--- config.mk ---
export PLATFORM = sky130hd
export DESIGN_NAME = bfx_unit
export DESIGN_NICKNAME = d
export VERILOG_FILES = /design/src/rtl/bfx_pkg.sv /design/src/rtl/bfx_geom.sv /design/src/rtl/bfx_ctrl.sv /design/src/rtl/bfx_unit.sv
export SDC_FILE = /design/constraint.sdc
export NUM_CORES = 1
export LEC_CHECK = 0
export ABC_AREA = 1
export BUFFER_PORTS_ARGS = -buffer_cell sky130_fd_sc_hd__buf_2
export CAP_MARGIN = 20
export CORE_MARGIN = 2
export CORE_UTILIZATION = 40
export DETAILED_ROUTE_END_ITERATION = 8
export PLACE_DENSITY = 0.58
export SYNTH_ARGS = -nofsm -noshare
export SYNTH_HDL_FRONTEND = slang
export SYNTH_SLANG_ARGS = --single-unit
--- constraint.sdc ---
create_clock -name clk -period 5.45 [get_ports clk]
set_input_delay 0.2725 -clock clk [delete_from_list [all_inputs] [get_ports clk]]
set_output_delay 0.2725 -clock clk [all_outputs]
set_load 0.005 [all_outputs]
--- src/rtl/bfx_pkg.sv ---
package bfx_pkg;
  localparam int DW = 16;
  localparam int OW = 4;

  typedef enum logic [3:0] {
    S_IDLE, S_PLAN, S_RD0, S_RD0W, S_RD1, S_RD1W, S_WR0, S_WR1, S_FIN, S_DONE
  } bfx_state_e;

  // field length in bits, 1..16
  function automatic logic [OW:0] fld_len(input logic [OW-1:0] code);
    return {1'b0, code} + {{OW{1'b0}}, 1'b1};
  endfunction

  // first bit position past the field, 1..31
  function automatic logic [OW+1:0] fld_end(input logic [OW-1:0] ofs,
                                            input logic [OW-1:0] code);
    return {2'b00, ofs} + {1'b0, fld_len(code)};
  endfunction

  // right-aligned ones covering the field length
  function automatic logic [DW-1:0] len_mask(input logic [OW-1:0] code);
    return {DW{1'b1}} >> (OW'(DW - 1) - code);
  endfunction

  // field mask placed in the two-word window
  function automatic logic [2*DW-1:0] win_mask(input logic [OW-1:0] ofs,
                                               input logic [OW-1:0] code);
    return {{DW{1'b0}}, len_mask(code)} << ofs;
  endfunction
endpackage

--- src/rtl/bfx_geom.sv ---
module bfx_geom
  import bfx_pkg::*;
(
  input  logic [OW-1:0] ofs,
  input  logic [OW-1:0] code,
  input  logic [DW-1:0] data,
  input  logic [DW-1:0] w0,
  input  logic [DW-1:0] w1,
  output logic          two,
  output logic          adv,
  output logic [OW-1:0] new_ofs,
  output logic          need_rd0,
  output logic [DW-1:0] wr0,
  output logic [DW-1:0] wr1,
  output logic [DW-1:0] ext_val
);
  logic [OW+1:0]   end_pos;
  logic [2*DW-1:0] msk;
  logic [2*DW-1:0] ins_win;
  logic [2*DW-1:0] ext_win;

  always_comb begin
    end_pos  = fld_end(ofs, code);
    two      = end_pos > (OW+2)'(DW);
    adv      = end_pos >= (OW+2)'(DW);
    new_ofs  = end_pos[OW-1:0];
    msk      = win_mask(ofs, code);
    need_rd0 = msk[DW-1:0] != {DW{1'b1}};
    ins_win  = {{DW{1'b0}}, data & len_mask(code)} << ofs;
    wr0      = (w0 & ~msk[DW-1:0])    | ins_win[DW-1:0];
    wr1      = (w1 & ~msk[2*DW-1:DW]) | ins_win[2*DW-1:DW];
    ext_win  = {w1, w0} >> ofs;
    ext_val  = ext_win[DW-1:0] & len_mask(code);
  end
endmodule

--- src/rtl/bfx_ctrl.sv ---
module bfx_ctrl
  import bfx_pkg::*;
#(
  parameter int AW = 16
) (
  input  logic          clk,
  input  logic          rst_n,
  input  logic          start,
  input  logic          op_insert,
  input  logic [AW-1:0] ptr_in,
  input  logic [OW-1:0] ofs_in,
  input  logic [OW-1:0] len_code,
  input  logic [DW-1:0] src_data,
  output logic          mem_req,
  output logic          mem_we,
  output logic [AW-1:0] mem_addr,
  output logic [DW-1:0] mem_wdata,
  input  logic          mem_rvalid,
  input  logic [DW-1:0] mem_rdata,
  output logic          done,
  output logic [AW-1:0] ptr_out,
  output logic [OW-1:0] ofs_out,
  output logic [DW-1:0] field_out,
  // towards geometry
  output logic [OW-1:0] ofs_q,
  output logic [OW-1:0] code_q,
  output logic [DW-1:0] data_q,
  output logic [DW-1:0] w0_q,
  output logic [DW-1:0] w1_q,
  input  logic          two,
  input  logic          adv,
  input  logic [OW-1:0] new_ofs,
  input  logic          need_rd0,
  input  logic [DW-1:0] wr0,
  input  logic [DW-1:0] wr1,
  input  logic [DW-1:0] ext_val
);
  localparam logic [AW-1:0] WSTEP = AW'(DW / 8);

  bfx_state_e st, st_nx;
  logic          op_q;
  logic [AW-1:0] ptr_q;
  logic [1:0]    rd_cnt, wr_cnt;

  // named events for the checks
  logic second_word, rd_issue, wr_issue;

  always_comb begin
    second_word = (st == S_RD1) || (st == S_WR1);
    rd_issue    = (st == S_RD0) || (st == S_RD1);
    wr_issue    = (st == S_WR0) || (st == S_WR1);
    mem_req     = rd_issue || wr_issue;
    mem_we      = wr_issue;
    mem_addr    = second_word ? ptr_q + WSTEP : ptr_q;
    mem_wdata   = (st == S_WR1) ? wr1 : wr0;
    done        = (st == S_DONE);
  end

  always_comb begin
    st_nx = st;
    unique case (st)
      S_IDLE: if (start) st_nx = S_PLAN;
      S_PLAN: begin
        if (!op_q || need_rd0) st_nx = S_RD0;
        else if (two)          st_nx = S_RD1;
        else                   st_nx = S_WR0;
      end
      S_RD0:  st_nx = S_RD0W;
      S_RD0W: if (mem_rvalid) st_nx = two ? S_RD1 : (op_q ? S_WR0 : S_FIN);
      S_RD1:  st_nx = S_RD1W;
      S_RD1W: if (mem_rvalid) st_nx = op_q ? S_WR0 : S_FIN;
      S_WR0:  st_nx = two ? S_WR1 : S_FIN;
      S_WR1:  st_nx = S_FIN;
      S_FIN:  st_nx = S_DONE;
      S_DONE: st_nx = S_IDLE;
      default: st_nx = S_IDLE;
    endcase
  end

  always_ff @(posedge clk or negedge rst_n) begin
    if (!rst_n) begin
      st        <= S_IDLE;
      op_q      <= 1'b0;
      ptr_q     <= '0;
      ofs_q     <= '0;
      code_q    <= '0;
      data_q    <= '0;
      w0_q      <= '0;
      w1_q      <= '0;
      ptr_out   <= '0;
      ofs_out   <= '0;
      field_out <= '0;
      rd_cnt    <= '0;
      wr_cnt    <= '0;
    end else begin
      st <= st_nx;
      if (st == S_IDLE && start) begin
        op_q   <= op_insert;
        ptr_q  <= ptr_in;
        ofs_q  <= ofs_in;
        code_q <= len_code;
        data_q <= src_data;
        rd_cnt <= '0;
        wr_cnt <= '0;
      end
      if (rd_issue) rd_cnt <= rd_cnt + 2'd1;
      if (wr_issue) wr_cnt <= wr_cnt + 2'd1;
      if (st == S_RD0W && mem_rvalid) w0_q <= mem_rdata;
      if (st == S_RD1W && mem_rvalid) w1_q <= mem_rdata;
      if (st == S_FIN) begin
        ptr_out <= adv ? ptr_q + WSTEP : ptr_q;
        ofs_out <= new_ofs;
        if (!op_q) field_out <= ext_val;
      end
    end
  end


  ext_no_write_chk: assert property (@(posedge clk) disable iff (!rst_n)
    (mem_req && !op_q && st != S_IDLE) |-> !mem_we);


  rd_single_chk: assert property (@(posedge clk) disable iff (!rst_n)
    (mem_req && !mem_we) |=> !mem_req);


  done_pulse_chk: assert property (@(posedge clk) disable iff (!rst_n)
    done |=> !done);


  ext_reads_chk: assert property (@(posedge clk) disable iff (!rst_n)
    (done && !op_q) |-> (rd_cnt == (two ? 2'd2 : 2'd1) && wr_cnt == 2'd0));


  ins_reads_chk: assert property (@(posedge clk) disable iff (!rst_n)
    (done && op_q) |-> (rd_cnt == {1'b0, need_rd0} + {1'b0, two}));


  ins_writes_chk: assert property (@(posedge clk) disable iff (!rst_n)
    (done && op_q) |-> (wr_cnt == (two ? 2'd2 : 2'd1)));
endmodule

--- src/rtl/bfx_unit.sv ---
module bfx_unit
  import bfx_pkg::*;
#(
  parameter int AW = 16
) (
  input  logic          clk,
  input  logic          rst_n,
  input  logic          start,
  input  logic          op_insert,
  input  logic [AW-1:0] ptr_in,
  input  logic [3:0]    ofs_in,
  input  logic [3:0]    len_code,
  input  logic [15:0]   src_data,
  output logic          mem_req,
  output logic          mem_we,
  output logic [AW-1:0] mem_addr,
  output logic [15:0]   mem_wdata,
  input  logic          mem_rvalid,
  input  logic [15:0]   mem_rdata,
  output logic          done,
  output logic [AW-1:0] ptr_out,
  output logic [3:0]    ofs_out,
  output logic [15:0]   field_out
);
  logic [OW-1:0] ofs_q, code_q, new_ofs;
  logic [DW-1:0] data_q, w0_q, w1_q, wr0, wr1, ext_val;
  logic          two, adv, need_rd0;

  bfx_geom u_geom (
    .ofs(ofs_q), .code(code_q), .data(data_q), .w0(w0_q), .w1(w1_q),
    .two(two), .adv(adv), .new_ofs(new_ofs), .need_rd0(need_rd0),
    .wr0(wr0), .wr1(wr1), .ext_val(ext_val)
  );

  bfx_ctrl #(.AW(AW)) u_ctrl (
    .clk(clk), .rst_n(rst_n), .start(start), .op_insert(op_insert),
    .ptr_in(ptr_in), .ofs_in(ofs_in), .len_code(len_code), .src_data(src_data),
    .mem_req(mem_req), .mem_we(mem_we), .mem_addr(mem_addr), .mem_wdata(mem_wdata),
    .mem_rvalid(mem_rvalid), .mem_rdata(mem_rdata), .done(done),
    .ptr_out(ptr_out), .ofs_out(ofs_out), .field_out(field_out),
    .ofs_q(ofs_q), .code_q(code_q), .data_q(data_q), .w0_q(w0_q), .w1_q(w1_q),
    .two(two), .adv(adv), .new_ofs(new_ofs), .need_rd0(need_rd0),
    .wr0(wr0), .wr1(wr1), .ext_val(ext_val)
  );
endmodule

After elaboration in Yosys (flattened, before gate mapping)
Index checks and enable logic that the tools add are counted.

$add $sub $neg: 4. Muxes and demuxes: 12. Bitwise gates (word level): 9. Equality and inequality tests: 13. Shift-type cells: 4. $lt $le $gt $ge: 2. Reduce and logical (&&, ||, !) cells: 12.

Operators by type and width (number): $and 16x16->16 (4); $shl 16x4->32 (2); $mux 16 (3); $pmux 4 s9 (1); $not 16->16 (2); $or 16x16->16 (2); $shr 32x4->16 (1); $mux 4 (7); $add 16x2->16 const B (1); $eq 4x3->1 const B (4); $ne 16x16->1 const B (1); $shr 16x4->16 const A (1); $eq 4x2->1 const B (2); $eq 4x4->1 const B (2); $add 4x5->6 (1); $ge 6x5->1 const B (1); $gt 6x5->1 const B (1); $ne 2x2->1 const B (3); $add 4x1->5 const B (1); $logic_or 1x1->1 (5); $eq 4x1->1 const B (1); $logic_not 4->1 (1); $sub 4x4->4 const A (1); $logic_and 1x1->1 (3); 5 further kinds (5).

Output and inout bits: 71. Input port bits: 61. Register bits: 113.

Depth between registers and ports, before layout
Depth after elaboration: 7. Mapped depth: 18. Mapped depth without buffers: 15.

Cells and area by module
Synthesis repeated with hierarchy kept, for this count alone.

Cells, all modules: 1369. Area, all modules: 8837.2 um2.

By module, submodules not included: bfx_ctrl (seq. area each 2827.7 um2, area an instance 5361.4 um2, cells each 629, times used 1); bfx_geom (seq. area each 0.0 um2, area an instance 3475.8 um2, cells each 740, times used 1).

Worst setup path after synthesis
No wires, ideal clock.

Kind: reg-to-reg. Start point: reg u_ctrl.ofs_q[0]. End point: reg u_ctrl.st[1]. Required time: 5.333 ns. Setup slack: 2.950 ns. Data arrival time: 2.383 ns. Stages on the path, launching flop included: 19. Buffers on the path: 3. Cell sequence: dfrtp_1 > buf_4 > inv_2 > buf_6 > buf_2 > ha_1 > inv_1 > fa_1 > xor2_1 > nor3b_1 > nand2_1 > nand2_1 > inv_1 > nand2_1 > nand2_1 > nor3_1 > nand2_1 > nand2_1 > nand2_1.

Cells in the longest elaborated chain, start to end: 5. Elaborated cells on any way between the ends: 11.

Ends and longest elaborated chain: from (decl) (RTL line bfx_ctrl.sv:25) `output logic [OW-1:0] ofs_q,`; from (signal assigned) (RTL line bfx_ctrl.sv:100) `ofs_q <= ofs_in;`; $add 4x5->6 or $shl 16x4->32 (tied branches) (RTL line bfx_pkg.sv:17, bfx_pkg.sv:28); $gt 6x5->1 or $ne 16x16->1 (tied branches) (RTL line bfx_geom.sv:24, bfx_geom.sv:28); $mux 4, or another cell as far along (RTL line bfx_ctrl.sv:69) `S_RD0W: if (mem_rvalid) st_nx = two ? S_RD1 : (op_q ? S_WR0 : S_FIN);`; $mux 4 (on tied branches) (RTL line bfx_ctrl.sv:69, bfx_ctrl.sv:64); $pmux 4 s9 (*) (RTL line bfx_ctrl.sv:61) `unique case (st)`; to (signal assigned) (RTL line bfx_ctrl.sv:96) `st <= st_nx;`; to (decl) (RTL line bfx_ctrl.sv:40) `bfx_state_e st, st_nx;`.

Every way passes the cells marked *; elsewhere a longest branch is shown, timed or not. The select of a mux whose other input is x is not followed. A chain may end at the register's enable or synchronous reset.

Worst setup path after layout
Same ends and word-level chain as after synthesis.

==> metrics.log <==
INFO  metric dp_hpwl = 21300 um
INFO  metric cts_post_setup_buffers_inserted = 0
INFO  metric final.min_clock_period = 3.49 ns
INFO  metric switchingPower = 3640 uW
INFO  metric firstDrtPassIters = 8
INFO  metric ys_seq_area_frac = 0.343
INFO  metric power_frac_comb = 0.590
INFO  metric crit_arrival = 3.82 ns
INFO  metric final_area = 9570 sq um
INFO  metric grt.overflow.total = 0
INFO  metric max_slew.worst_pin.slew = 1.06 ns
INFO  metric detailed_place.area = 8940 sq um
INFO  metric netlist-cell-type-count = 48
INFO  metric synth.yosys.warnings = 0
INFO  metric post-synth-top-area-cell = sky130_fd_sc_hd__dfrtp_1
INFO  metric number_of_global_route_vias_before_repair = 8291
INFO  metric ios = 132
INFO  metric insertion_delay = 0.43 ns
INFO  metric cts_resized = 0
INFO  metric die_width = 147 um
INFO  metric outcome = complete, no violations
INFO  metric tritoncts_clock_tree = yes
INFO  metric drt_drc = 0
INFO  metric post-route-worst-setup-slack = 1.96 ns
INFO  metric finish.utilization = 0.473
INFO  metric path_class_of_the_lowest_slack_min_delay_path = input pin to flop
INFO  metric cts_made_buffers = 17
INFO  metric maxSlewViolCount = 0
INFO  metric clock_power_share = 0.170
INFO  metric cts_num_sinks = 113
INFO  metric crit_type = flop to flop
INFO  metric timing.critical_path.from_type = flop
INFO  metric path_max_fanout = 54
INFO  metric sequentialPowerShare = 0.240
INFO  metric via_per_inst = 5.39
INFO  metric hold_buffers = 1
INFO  metric die_area = 21700 sq um
INFO  metric ff_latch_area = 2830 sq um
INFO  metric via_count = 8771
INFO  metric gr-usage-all-layers = 0.272
INFO  metric cts_max_path_buffers = 2
INFO  metric die_y = 147 um
INFO  metric p_total = 6920 uW
INFO  metric antenna_found_initial = 1
INFO  metric finClkSkew = 0.00901 ns
INFO  metric yosys_most_used_dff = sky130_fd_sc_hd__dfrtp_1
INFO  metric core_region_area = 20200 sq um
INFO  metric swShare = 0.527
INFO  metric area_delta_synth_final = 16.2%
INFO  metric total_wire_length_after_detailed_routing = 29000 um
INFO  metric clock-root-buffer = sky130_fd_sc_hd__clkbuf_16
INFO  metric layout-drive-gt1-share = 0.169
INFO  metric share_of_synthesized_registers_carrying_an_async_set_or_reset = 1.00
INFO  metric timing.critical_path.required = 5.77 ns
INFO  metric finish_stage_setup_viols = 0
INFO  metric grt_first_pass_wirelength = 46100 um
INFO  metric synth_edf_count = 0
INFO  metric minimum_setup_slack_after_placement = 1.98 ns
INFO  metric fillerInstances = 2143
INFO  metric post_synthesis_sequential_element_count = 113
INFO  metric dr.first_iter.drc_count = 870
INFO  metric globalplace.congestion = 0.968
INFO  metric end_kind = flop
INFO  metric htreeDepth = 4
INFO  metric syn_inst = 1261
INFO  metric avgRoutedWirePerCell = 17.8 um
INFO  metric multi_input_area = 4700 sq um
INFO  metric powerDensity = 723 nW/um^2
INFO  metric power.static_leakage = 0.00476 uW
INFO  metric max_slew_margin = 0.292
INFO  metric final_hold_viol_count = 0
INFO  metric floorplan.initialDensity = 0.407
INFO  metric rows = 52
INFO  metric netlist.area_leader.share = 0.343
INFO  metric clk_pin_slew = 0.06 ns
INFO  metric fin_setup_tns = 0 ns
INFO  metric mappedNetlistArea = 8230 sq um
INFO  metric ys_top_cells_by_area = sky130_fd_sc_hd__dfrtp_1 (34%), sky130_fd_sc_hd__nand2_1 (19%), sky130_fd_sc_hd__o21ai_0 (10%)
INFO  metric synth.avg_cell_area = 6.53 sq um
INFO  metric fin_crit_sh = 0.641
INFO  metric maxCapViolations = 0
INFO  metric rsz0062_at_grt = false
INFO  metric cellInternalPower = 3270 uW
INFO  metric ant_nets = 0
INFO  metric place.port_buffers = 131
INFO  metric maxClockFrequency = 286 MHz
INFO  metric postSynthNetCount = 1328
INFO  metric worst_ir_drop_vdd = 0.239 mV
INFO  metric grt_start_max_net_pins = 70
INFO  metric finish.net_count = 1411
==> flip-flops by register name, summed over array words and instances (netlist names) <==
register and count:
u_ctrl.op_q 1, u_ctrl.code_q 4, u_ctrl.ofs_out 4, u_ctrl.ofs_q 4, u_ctrl.field_out 16, u_ctrl.w0_q 16, u_ctrl.data_q 16, u_ctrl.ptr_out 16
u_ctrl.st 4, u_ctrl.ptr_q 16, u_ctrl.w1_q 16
==> path summary, 6_finish.rpt <==
path / startpoint / slack (ns) / to / depth (start not counted)
max in group asynchronous: rst_n / 3.75 / u_ctrl.ofs_q[2] / 3
worst max register to register: u_ctrl.ofs_q[0] / 1.96 / u_ctrl.st[1] / 15
worst min register to register: u_ctrl.ofs_out[2] / 0.47 / u_ctrl.ofs_out[2] / 2
min in group asynchronous: rst_n / 0.44 / u_ctrl.data_q[14] / 2
worst max-delay path: u_ctrl.ofs_q[0] / 1.96 / u_ctrl.st[1] / 15
worst min-delay path: ptr_in[13] / 0.05 / u_ctrl.ptr_q[13] / 3
==> per-layer routing <==
| metal | vias up | track usage | part of all wire |
|---|---|---|---|
| met5 | - | 0 | 0 |
| met3 | 56 | 0.0472 | 0.068 |
| met1 | 4040 | 0.375 | 0.45 |
| met2 | 363 | 0.430 | 0.45 |
| met4 | 0 | 0.100 | 0.030 |
| li1 | 4312 | - | - |
==> synthesized netlist by cell type, types with 2 or more instances <==
master                        n
sky130_fd_sc_hd__mux2i_1      6
sky130_fd_sc_hd__a31oi_1      4
sky130_fd_sc_hd__nand2_2      8
sky130_fd_sc_hd__a22oi_1      2
sky130_fd_sc_hd__nand3_1    103
sky130_fd_sc_hd__buf_6        3
sky130_fd_sc_hd__nand3_2      2
sky130_fd_sc_hd__inv_2       14
sky130_fd_sc_hd__o211ai_1    17
sky130_fd_sc_hd__nor3_1       7
sky130_fd_sc_hd__or2_1        2
sky130_fd_sc_hd__o21ai_1     53
sky130_fd_sc_hd__or2_2        4
sky130_fd_sc_hd__ha_1         5
sky130_fd_sc_hd__nand2_1    421
sky130_fd_sc_hd__buf_4        5
sky130_fd_sc_hd__nor2_1      83
sky130_fd_sc_hd__xor2_1      15
sky130_fd_sc_hd__nand4_1      7
sky130_fd_sc_hd__o21ai_2      3
sky130_fd_sc_hd__nor2_2       7
sky130_fd_sc_hd__o21ai_0    165
sky130_fd_sc_hd__nand3b_1     2
sky130_fd_sc_hd__inv_1       77
sky130_fd_sc_hd__o31ai_1      3
sky130_fd_sc_hd__buf_1        8
sky130_fd_sc_hd__mux2_2      10
sky130_fd_sc_hd__dfrtp_1    113
sky130_fd_sc_hd__o21a_1       2
sky130_fd_sc_hd__clkbuf_1    34
sky130_fd_sc_hd__buf_2       27
sky130_fd_sc_hd__nor2_4       3
sky130_fd_sc_hd__a21oi_1     25
sky130_fd_sc_hd__o2111ai_1    6
sky130_fd_sc_hd__nor3_2       2
==> through the flow <==
step                      hold WS, ns  instances
after floorplan               -0.0231       1261
after CTS                      0.0378       1626
final                          0.0451       1628
after detailed placement        0.375       1593
after global routing           0.0587       1627
after global placement          0.385       1593
==> cell usage in the layout, fill, tap and decap left out, types with 5 or more instances in the layout <==
master and n:
sky130_fd_sc_hd__nand2_1 421, sky130_fd_sc_hd__o21ai_0 165, sky130_fd_sc_hd__buf_2 130, sky130_fd_sc_hd__dfrtp_1 111, sky130_fd_sc_hd__nand3_1 103, sky130_fd_sc_hd__nor2_1 83
sky130_fd_sc_hd__inv_1 77, sky130_fd_sc_hd__o21ai_1 53, sky130_fd_sc_hd__a21oi_1 24, sky130_fd_sc_hd__o211ai_1 17, sky130_fd_sc_hd__clkbuf_16 17, sky130_fd_sc_hd__xor2_1 15
sky130_fd_sc_hd__inv_2 14, sky130_fd_sc_hd__mux2_2 10, sky130_fd_sc_hd__buf_4 9, sky130_fd_sc_hd__nand2_2 8, sky130_fd_sc_hd__nor3_1 7, sky130_fd_sc_hd__nand4_1 7
sky130_fd_sc_hd__o2111ai_1 6, sky130_fd_sc_hd__mux2i_1 6, sky130_fd_sc_hd__nor2_2 6, sky130_fd_sc_hd__inv_6 6, sky130_fd_sc_hd__ha_1 5
==> kinds of logic (layout without fill, tap and decap cells) <==
family | count (synthesis) | count (layout) | share of synthesized area
muxes | 16 | 16 | 0.0210
adders and majority gates | 6 | 6 | 0.0100
other | 0 | 1 | 0
buffers and inverters | 169 | 265 | 0.0862
DFF | 113 | 113 | 0.343
xor gates and xnor gates | 16 | 16 | 0.0170
AOI/OAI and AO/OA | 286 | 286 | 0.188
and+or+nand+nor | 655 | 655 | 0.334
==> power groups by stage <==
stage | logic, uW | clock network [uW] | registers [uW]
after global routing | 4610 | 1230 | 1700
after detailed placement | 4020 | 0 | 1650
final | 4080 | 1170 | 1660
after CTS | 4040 | 1190 | 1650
after global placement | 4010 | 0 | 1650
after floorplan | 2880 | 0 | 1470
==> cell type report <==
class                   instances  area share
repair buffers                141      0.0777
clock buffers                  18      0.0448
well taps                     270      0.0353
multi-input cells             979       0.492
clock inverters                14      0.0184
inverters                      92      0.0361
flip-flops and latches        113       0.296
diodes                          1    0.000262
==> critical path: stages (launching register included) <==
cell,delay [ns]
sky130_fd_sc_hd__dfrtp_1,0.36
sky130_fd_sc_hd__buf_4,0.29
sky130_fd_sc_hd__inv_2,0.67
sky130_fd_sc_hd__ha_1,0.26
sky130_fd_sc_hd__inv_1,0.07
sky130_fd_sc_hd__fa_1,0.41
sky130_fd_sc_hd__nand3_1,0.09
sky130_fd_sc_hd__nand2_1,0.35
sky130_fd_sc_hd__nand2_1,0.30
sky130_fd_sc_hd__inv_1,0.10
sky130_fd_sc_hd__nand2_1,0.09
sky130_fd_sc_hd__nand2_1,0.06
sky130_fd_sc_hd__nor3_1,0.14
sky130_fd_sc_hd__nand2_1,0.08
sky130_fd_sc_hd__nand2_1,0.06
sky130_fd_sc_hd__nand2_1,0.05
No activity file was read; power rests on OpenSTA's default activity.
